`config.mk`:
```
export PLATFORM = sky130hd
export DESIGN_NAME = fcmp_unit
export DESIGN_NICKNAME = d
export VERILOG_FILES = /design/src/rtl/fcmp_pkg.sv /design/src/rtl/fcmp_classify.sv /design/src/rtl/fcmp_core.sv /design/src/rtl/fcmp_unit.sv
export SDC_FILE = /design/constraint.sdc
export NUM_CORES = 1
export LEC_CHECK = 0
export ABC_AREA = 1
export BUFFER_PORTS_ARGS = -buffer_cell sky130_fd_sc_hd__clkbuf_2
export CAP_MARGIN = 20
export CORE_ASPECT_RATIO = 0.5
export CORE_UTILIZATION = 32
export DETAILED_ROUTE_END_ITERATION = 10
export GPL_TIMING_DRIVEN = 0
export MAX_ROUTING_LAYER = met4
export PLACE_DENSITY = 0.66
export SYNTH_ARGS = -nofsm -noshare
export SYNTH_HDL_FRONTEND = slang
export SYNTH_SLANG_ARGS = --single-unit
```
`constraint.sdc`:
```
create_clock -name clk -period 3.9 [get_ports clk]
set_input_delay 0.195 -clock clk [delete_from_list [all_inputs] [get_ports clk]]
set_output_delay 0.195 -clock clk [all_outputs]
set_load 0.005 [all_outputs]
```
`src/rtl/fcmp_pkg.sv`:
```
package fcmp_pkg;

    localparam int EXP_W  = 8;
    localparam int FRAC_W = 23;
    localparam int WORD_W = 1 + EXP_W + FRAC_W;
    localparam int SIGN_B = WORD_W - 1;

    typedef logic [WORD_W-1:0] word_t;

    typedef enum logic [2:0] {
        OP_CMP = 3'd0,
        OP_MIN = 3'd1,
        OP_MAX = 3'd2,
        OP_ABS = 3'd3,
        OP_NEG = 3'd4
    } op_e;

    // Canonical operand plus the events seen while canonicalising it
    typedef struct packed {
        word_t val;
        logic  nan;
        logic  den;
    } opnd_t;

    typedef struct packed {
        logic u;
        logic v;
        logic n;
        logic z;
    } flags_t;

    function automatic logic [EXP_W-1:0] exp_of(input word_t w);
        return w[WORD_W-2 -: EXP_W];
    endfunction

    function automatic logic [FRAC_W-1:0] frac_of(input word_t w);
        return w[FRAC_W-1:0];
    endfunction

    // Monotone unsigned key for canonical values (single zero encoding)
    function automatic word_t order_key(input word_t w);
        if (w[SIGN_B]) return ~w;
        return {1'b1, w[SIGN_B-1:0]};
    endfunction

endpackage

```
`src/rtl/fcmp_classify.sv`:
```
module fcmp_classify
    import fcmp_pkg::*;
(
    input  word_t raw,
    output opnd_t canon
);
    localparam logic [EXP_W-1:0] EXP_MAX = '1;

    logic exp_zero, exp_full, frac_nz;

    always_comb begin
        exp_zero = (exp_of(raw) == '0);
        exp_full = (exp_of(raw) == EXP_MAX);
        frac_nz  = (frac_of(raw) != '0);

        canon.nan = exp_full && frac_nz;
        canon.den = exp_zero && frac_nz;

        if (exp_zero)
            canon.val = '0;
        else if (canon.nan)
            canon.val = {raw[SIGN_B], EXP_MAX, {FRAC_W{1'b0}}};
        else
            canon.val = raw;
    end
endmodule

```
`src/rtl/fcmp_core.sv`:
```
module fcmp_core
    import fcmp_pkg::*;
(
    input  opnd_t      a,
    input  opnd_t      b,
    input  logic [2:0] op_sel,
    output word_t      res,
    output logic       res_wr,
    output flags_t     fl,
    output logic       op_ok
);
    word_t key_a, key_b;
    logic  a_lt, b_lt, eq;
    logic  res_zero;

    always_comb begin
        key_a = order_key(a.val);
        key_b = order_key(b.val);
        a_lt  = key_a < key_b;
        b_lt  = key_b < key_a;
        eq    = key_a == key_b;

        res    = a.val;
        res_wr = 1'b1;
        op_ok  = 1'b1;
        fl.v   = a.nan;
        fl.u   = a.den;

        case (op_sel)
            OP_CMP: begin
                res_wr = 1'b0;
                fl.v   = a.nan | b.nan;
                fl.u   = a.den | b.den;
            end
            OP_MIN: begin
                res  = b_lt ? b.val : a.val;
                fl.v = a.nan | b.nan;
                fl.u = a.den | b.den;
            end
            OP_MAX: begin
                res  = a_lt ? b.val : a.val;
                fl.v = a.nan | b.nan;
                fl.u = a.den | b.den;
            end
            OP_ABS: res = {1'b0, a.val[SIGN_B-1:0]};
            OP_NEG: res = {~a.val[SIGN_B], a.val[SIGN_B-1:0]};
            default: begin
                res_wr = 1'b0;
                op_ok  = 1'b0;
            end
        endcase

        res_zero = (exp_of(res) == '0);
        if (op_sel == OP_CMP) begin
            fl.z = eq;
            fl.n = a_lt;
        end else begin
            fl.z = res_zero;
            fl.n = res[SIGN_B] && !res_zero;
        end
    end
endmodule

```
`src/rtl/fcmp_unit.sv`:
```
module fcmp_unit
    import fcmp_pkg::*;
(
    input  logic        clk,
    input  logic        rst,
    input  logic        in_valid,
    input  logic [2:0]  op_sel,
    input  logic [31:0] opnd_a,
    input  logic [31:0] opnd_b,
    input  logic        stat_wr,
    input  logic [3:0]  stat_wdata,
    output logic [31:0] result,
    output logic        flag_z,
    output logic        flag_n,
    output logic        flag_v,
    output logic        flag_u
);
    opnd_t  ca, cb;
    word_t  core_res;
    logic   core_wr, core_ok;
    flags_t core_fl;
    word_t  res_q;
    flags_t st_q;

    fcmp_classify u_cls_a (.raw(opnd_a), .canon(ca));
    fcmp_classify u_cls_b (.raw(opnd_b), .canon(cb));

    fcmp_core u_core (
        .a      (ca),
        .b      (cb),
        .op_sel (op_sel),
        .res    (core_res),
        .res_wr (core_wr),
        .fl     (core_fl),
        .op_ok  (core_ok)
    );

    always_ff @(posedge clk) begin
        if (rst) begin
            res_q <= '0;
            st_q  <= '0;
        end else begin
            if (in_valid && core_wr)
                res_q <= core_res;
            if (stat_wr)
                st_q <= flags_t'(stat_wdata);
            else if (in_valid && core_ok) begin
                st_q.z <= core_fl.z;
                st_q.n <= core_fl.n;
                st_q.v <= st_q.v | core_fl.v;
                st_q.u <= st_q.u | core_fl.u;
            end
        end
    end

    assign result = res_q;
    assign flag_z = st_q.z;
    assign flag_n = st_q.n;
    assign flag_v = st_q.v;
    assign flag_u = st_q.u;


    a_r1_reset_clear: assert property (@(posedge clk)
        rst |=> (result == '0 && !flag_z && !flag_n && !flag_v && !flag_u));


    a_r5_cmp_holds: assert property (@(posedge clk) disable iff (rst)
        (in_valid && op_sel == 3'd0) |=> $stable(result));


    a_r8_zn_exclusive: assert property (@(posedge clk) disable iff (rst)
        (in_valid && !stat_wr && op_sel <= 3'd4) |=> !(flag_z && flag_n));


    a_r4_no_special_result: assert property (@(posedge clk) disable iff (rst)
        (in_valid && op_sel >= 3'd1 && op_sel <= 3'd4) |=>
            !(result[30:23] == 8'h00 && result[22:0] != '0) &&
            !(result[30:23] == 8'hFF && result[22:0] != '0));


    a_r9_v_sticky: assert property (@(posedge clk) disable iff (rst)
        (flag_v && !stat_wr) |=> flag_v);
    a_r9_u_sticky: assert property (@(posedge clk) disable iff (rst)
        (flag_u && !stat_wr) |=> flag_u);


    a_r10_write_loads: assert property (@(posedge clk) disable iff (rst)
        stat_wr |=> ({flag_u, flag_v, flag_n, flag_z} == $past(stat_wdata)));

endmodule

```
Word-level counts from Yosys, hierarchy flattened

Index checks and enable logic that the tools add are counted.

Register bits: 36
Output and inout bits: 36
Word-level logic and storage cells: 58

Magnitude comparators: 2
Equal/unequal tests: 7
Multiplexer cells: 19
Bitwise operators: 7
Reduce and logical (&&, ||, !) cells: 18

Operators by type and width:

| kind                 | count |
|---|---|
| $mux W32             | 8 |
| $pmux W32 S4         | 1 |
| $lt A32 B32 Y1       | 2 |
| $not A32 Y32         | 2 |
| $mux W31             | 2 |
| $reduce_bool A23 Y1  | 2 |
| $eq A32 B32 Y1       | 1 |
| $logic_not A8 Y1     | 3 |
| $eq A8 B8 Y1 const B | 2 |
| $mux W4              | 2 |
| $logic_and A1 B1 Y1  | 7 |
| $eq A3 B2 Y1 const B | 2 |
| $reduce_or A5 Y1     | 1 |
| $mux W1              | 4 |
| $mux W2              | 2 |
| $or A1 B1 Y1         | 4 |
| $reduce_or A4 Y1     | 1 |
| $eq A3 B1 Y1 const B | 1 |
| $eq A3 B3 Y1 const B | 1 |
| $logic_not A3 Y1     | 1 |
| $reduce_or A3 Y1     | 1 |
| $reduce_bool A2 Y1   | 1 |
| $logic_not A1 Y1     | 1 |
| $not A1 Y1           | 1 |

Logic depth before layout (Yosys ltp)

Depth in word-level cells: 16
Mapped depth: 32
Gate-level depth less buffers: 31

By module

From an unflattened synthesis, not the netlist that was laid out.

Cell total of the unflattened synthesis: 852
Area total of the unflattened synthesis: 5,253.8 um2

Modules (own cells, without submodules):

| module        | instances | cells an instance | area an instance (um2) | seq. area each (um2) |
|---|---|---|---|---|
| fcmp_core     | 1         | 481               | 2,806.4                | 0.0 |
| fcmp_unit     | 1         | 171               | 1,308.8                | 720.7 |
| fcmp_classify | 2         | 100               | 569.3                  | 0.0 |

Least setup slack after synthesis

Ideal clock, no wire load.

Path type: input to register
From: input opnd_a[30]
To: register st_q (netlist bit flag_n)
Setup time: 114 ps
Arrival time: 3,242 ps
Data required time: 3,786 ps
Slack: 545 ps
Stages on the path: 25
Cell sequence: nor4_1 > and2_1 > buf_2 > nor2_2 > inv_2 > buf_2 > buf_4 > xor2_1 > ha_1 > a21o_1 > o21ai_1 > nand2_1 > a21oi_2 > nand2_4 > nand3_4 > nand2_4 > buf_6 > nand2_1 > nand2_1 > nor2_1 > nand3_1 > o21bai_1 > nand2_1 > nand2_1 > a21oi_2

Longest elaborated chain between the ends: 16
Elaborated cells on any way between the ends: 21
Classes of those cells: order compare (2); eq/ne (1); mux (11); bitwise (2); reduce/logical (5)

RTL lines:

| item                              | RTL line                         | source |
|---|---|---|
| from (decl)                       | fcmp_unit.sv:8                   | `input logic [31:0] opnd_a,` |
| $eq A8 B8 Y1                      | fcmp_classify.sv:13              | `exp_full = (exp_of(raw) == EXP_MAX);` |
| $logic_and A1 B1 Y1               | fcmp_classify.sv:16              | `canon.nan = exp_full && frac_nz;` |
| $mux W31                          | fcmp_classify.sv:21              | `else if (canon.nan)` |
| $mux W32 (*)                      | fcmp_classify.sv:19              | `if (exp_zero)` |
| $not A32 Y32                      | fcmp_pkg.sv:42                   | `if (w[SIGN_B]) return ~w;` |
| $mux W32                          | fcmp_pkg.sv:42                   |  |
| $mux W32                          | fcmp_pkg.sv:43                   | `return {1'b1, w[SIGN_B-1:0]};` |
| $lt A32 B32 Y1 (on tied branches) | fcmp_core.sv:19, fcmp_core.sv:20 |  |
| $mux W32 (on tied branches)       | fcmp_core.sv:41, fcmp_core.sv:36 |  |
| $pmux W32 S4                      | fcmp_core.sv:29                  | `case (op_sel)` |
| $logic_not A8 Y1                  | fcmp_core.sv:53                  | `res_zero = (exp_of(res) == '0);` |
| $logic_not A1 Y1                  | fcmp_core.sv:59                  | `fl.n = res[SIGN_B] && !res_zero;` |
| $logic_and A1 B1 Y1               | fcmp_core.sv:59                  |  |
| $mux W2 (*)                       | fcmp_core.sv:54                  | `if (op_sel == OP_CMP) begin` |
| $mux W4 (*)                       | fcmp_unit.sv:47                  | `else if (in_valid && core_ok) begin` |
| $mux W4 (*)                       | fcmp_unit.sv:45                  | `if (stat_wr)` |
| to (signal assigned)              | fcmp_unit.sv:46                  | `st_q <= flags_t'(stat_wdata);` |
| to (decl)                         | fcmp_unit.sv:23                  | `flags_t st_q;` |

Every way passes the cells marked *; elsewhere a longest branch is shown, timed or not. The select of a mux whose other input is x is not followed.
A chain may end at the register's enable or synchronous reset.

Worst setup path in the final report

From: input opnd_a[13]
To: register res_q[8], in the netlist result[8]

Longest elaborated chain between the ends: 10
Elaborated cells on any way between the ends: 12
Classes of those cells: order compare (2); mux (7); bitwise (1); reduce/logical (2)

RTL lines:

| item                              | RTL line                         | source |
|---|---|---|
| $reduce_bool A23 Y1               | fcmp_classify.sv:14              | `frac_nz = (frac_of(raw) != '0);` |
| $logic_and A1 B1 Y1               | fcmp_classify.sv:16              |  |
| $mux W31 (*)                      | fcmp_classify.sv:21              |  |
| $mux W32 (*)                      | fcmp_classify.sv:19              |  |
| $not A32 Y32                      | fcmp_pkg.sv:42                   |  |
| $mux W32                          | fcmp_pkg.sv:42                   |  |
| $mux W32                          | fcmp_pkg.sv:43                   |  |
| $lt A32 B32 Y1 (on tied branches) | fcmp_core.sv:19, fcmp_core.sv:20 |  |
| $mux W32 (on tied branches)       | fcmp_core.sv:41, fcmp_core.sv:36 |  |
| $pmux W32 S4 (*)                  | fcmp_core.sv:29                  |  |
| to (signal assigned)              | fcmp_unit.sv:44                  | `res_q <= core_res;` |
| to (decl)                         | fcmp_unit.sv:22                  | `word_t res_q;` |

Marks and branches as above.

==> results.sh <==
export IMPL_cts_buffers=5
export IMPL_die_w_um=157
export IMPL_grt_overflow=0
export IMPL_start_util_pct=33.8
export IMPL_min_path_type="input pin to register"
export IMPL_clk_path_buf_depth=2
export IMPL_row_count=27
export IMPL_period_needed_ps=3700
export IMPL_yosys_warnings=0
export IMPL_reg2reg_slack_ps=3160
export IMPL_synth_top_area_cell="dfxtp_1"
export IMPL_routed_wl_um=12900
export IMPL_drtPass1Iterations=4
export IMPL_drv_cap=0
export IMPL_arrival_ps=3940
export IMPL_diodes=0
export IMPL_fin_setup_tns_ps=0
export IMPL_grt_total_usage_pct=21.8
export IMPL_required_ps=4130
export IMPL_synth_cells=581
export IMPL_max_freq_mhz=270
export IMPL_crit_top_cell="nand2_1"
export IMPL_finalCritPeriodShare_pct=95.0
export IMPL_drtIter0Drc=323
export IMPL_hold_violations=0
export IMPL_dieArea_um2=12400
export IMPL_clockRootBuffer="clkbuf_16"
export IMPL_cts_tree="yes"
export IMPL_portBuffers=109
export IMPL_dp_hpwl_um=10300
export IMPL_slowest_stage="nor4_4"
export IMPL_synth_ff_type="dfxtp_1"
export IMPL_layout_nets=818
export IMPL_antenna_found_initial=0
export IMPL_drt_vias_per_instance=5.03
export IMPL_placed_area_um2=4570
export IMPL_clock_skew_ps=0
export IMPL_status="completed"
export IMPL_critical_path_max_fanout=10
export IMPL_ys_types=41
export IMPL_drc=0
export IMPL_gp_congestion=0.916
export IMPL_areaGrowthSynthToFinish_pct=29.4
export IMPL_pre_cts_ws_ps=-574
export IMPL_yosysTopAreaCellShare_pct=18.8
export IMPL_dp_cells=849
export IMPL_synth_edff_count=0
export IMPL_postSynthAreaPerCell_um2=6.58
export IMPL_clkTransAtPathRegs_ps=60
export IMPL_multi_input_area_um2=2830
export IMPL_route_antenna_remaining_nets=0
export IMPL_finalSetupViolCount=0
export IMPL_critPathLaunchType="input pin"
export IMPL_max_stage_delay_ps=310
export IMPL_path_cells="clkbuf_2, nor4_4, nand2_1, nor2_2, nand4_1, nand2_2, buf_4, nand2_1, nor2_4, xor2_1, ha_1, nand2_1, nor2_1, o21ai_1, nand2_1, a21oi_4, nand3_2, nand2_4, buf_6, buf_2, a21oi_1, o21ai_1, o211ai_1, inv_1"
export IMPL_maxSlewViolCount=0
export IMPL_netlist_top_cells_area="dfxtp_1 19%, xor2_1 11%, ha_1 10%"
export IMPL_htree_levels=2
export IMPL_ir_drop_v=0.000156
export IMPL_finalNonFillerCells=870
export IMPL_relSlewSlack_pct=56.6
export IMPL_worstSetupPathType="input pin to register"
export IMPL_final_core_util_pct=43.7
export IMPL_worstMarginPinSlew_ps=645
export IMPL_clock_latency_ps=280
export IMPL_wl_per_cell_um=14.8
export IMPL_synth_nets=688
export IMPL_die_y_um=79.3
export IMPL_final_common_cell="clkbuf_2"
export IMPL_p_leak_nw=2.62
export IMPL_synth_area_um2=3820
export IMPL_drive_above_1_share_pct=25.7
export IMPL_ios=111
export IMPL_worst_slack_ps=196
export IMPL_postCtsHoldBufs=0
export IMPL_final_area_um2=4950
export IMPL_end_kind="register"
export IMPL_fillers=1201
export IMPL_yosysSeqAreaShare_pct=18.8
export IMPL_grt_first_pass_wirelength_um=20400
export IMPL_seq_area_um2=721
export IMPL_dr_total_vias=4379
export IMPL_grt_pass1_vias=4098
export IMPL_final_cell_mix="111 x clkbuf_2, 96 x nand2_1, 79 x nor2_1"
export IMPL_core_area_um2=11300
export IMPL_power_density_nw_per_um2=274
export IMPL_clock_sinks=36
export IMPL_async_flop_share_pct=0
export IMPL_grt_start_max_net_pins=11
export IMPL_yosys_register_bits=36
repair_timing:
item,CTS,global route
setup endpoints to repair,26,29
buffers inserted,0,14
gates cloned,0,0
resized for setup,5,38
pin swaps,0,3
per-layer routing:
metal	vias up	routed length, um	global-route usage [%]
li1	2224	-	-
met1	2008	6300	29.0
met3	19	675	3.33
met5	-	0	-
met2	128	5690	34.2
met4	0	227	6.47
state kept, by name (all words and copies together) (netlist names):
register  cells
flag_n        1
flag_u        1
flag_v        1
flag_z        1
result       32
worst paths after layout:
| check | start | end | cells after the start |
|---|---|---|---|
| hold reg to reg | flag_v$_SDFFE_PP0P_ | flag_v$_SDFFE_PP0P_ | 2 |
| setup reg to reg | result[26]$_SDFFE_PP0P_ | result[26]$_SDFFE_PP0P_ | 3 |
| setup / recovery | opnd_a[13] | result[8]$_SDFFE_PP0P_ | 24 |
| hold / removal | rst | flag_n$_SDFFE_PP0P_ | 2 |
layout make-up:
| class | instances | share of cell area [%] |
|---|---|---|
| Multi-Input combinational cell | 462 | 57.2 |
| Sequential cell | 36 | 14.6 |
| Timing Repair Buffer | 123 | 13.1 |
| Inverter | 56 | 4.35 |
| Tap cell | 159 | 4.02 |
| Buffer | 27 | 3.64 |
| Clock buffer | 7 | 3.08 |
kinds of logic (layout without fill, tap and decap cells):
group | Yosys count | in the layout | share of synthesized area, %
AND/OR/NAND/NOR | 254 | 254 | 30.1
flip-flops | 36 | 36 | 18.8
AO/OA/AOI/OAI | 128 | 128 | 20.5
adder cells (fa/ha/maj) | 32 | 32 | 10.5
XOR/XNOR | 48 | 48 | 11.0
buffers and inverters | 83 | 213 | 9.09
stage by stage:
step | hold WS [ps] | power [mW]
finish | 103 | 1.36
global route | 99.9 | 1.45
CTS | 100 | 1.35
detailed placement | 400 | 0.914
global placement | 394 | 0.907
floorplan | 257 | 0.745
worst max-delay path, delay by kind of cell:
family / cells / cell delay [ps]
compound gates: 5 / 680
xor+xnor: 1 / 200
buf+inv: 5 / 800
fa+ha+maj: 1 / 250
simple gates: 12 / 1800
cells in the mapped netlist, drive strengths merged (2+ instances only):
library cell	instances
nand2	103
nor2	86
inv	54
a21oi	48
xor2	47
o21ai	41
dfxtp	36
nand3	35
ha	32
o211ai	19
buf	15
clkbuf	12
nor4	10
nand4	9
nor3	8
o21bai	8
a221oi	5
a21o	2
clkinv	2
o21a	2
where the power goes:
group	leakage, nW	internal (mW)	switching (mW)
Combinational	2.24	0.207	0.306
Sequential	0.297	0.398	0.0163
Clock	0.0760	0.268	0.162
Total	2.62	0.874	0.485
Power figures use the tool's default switching activity.
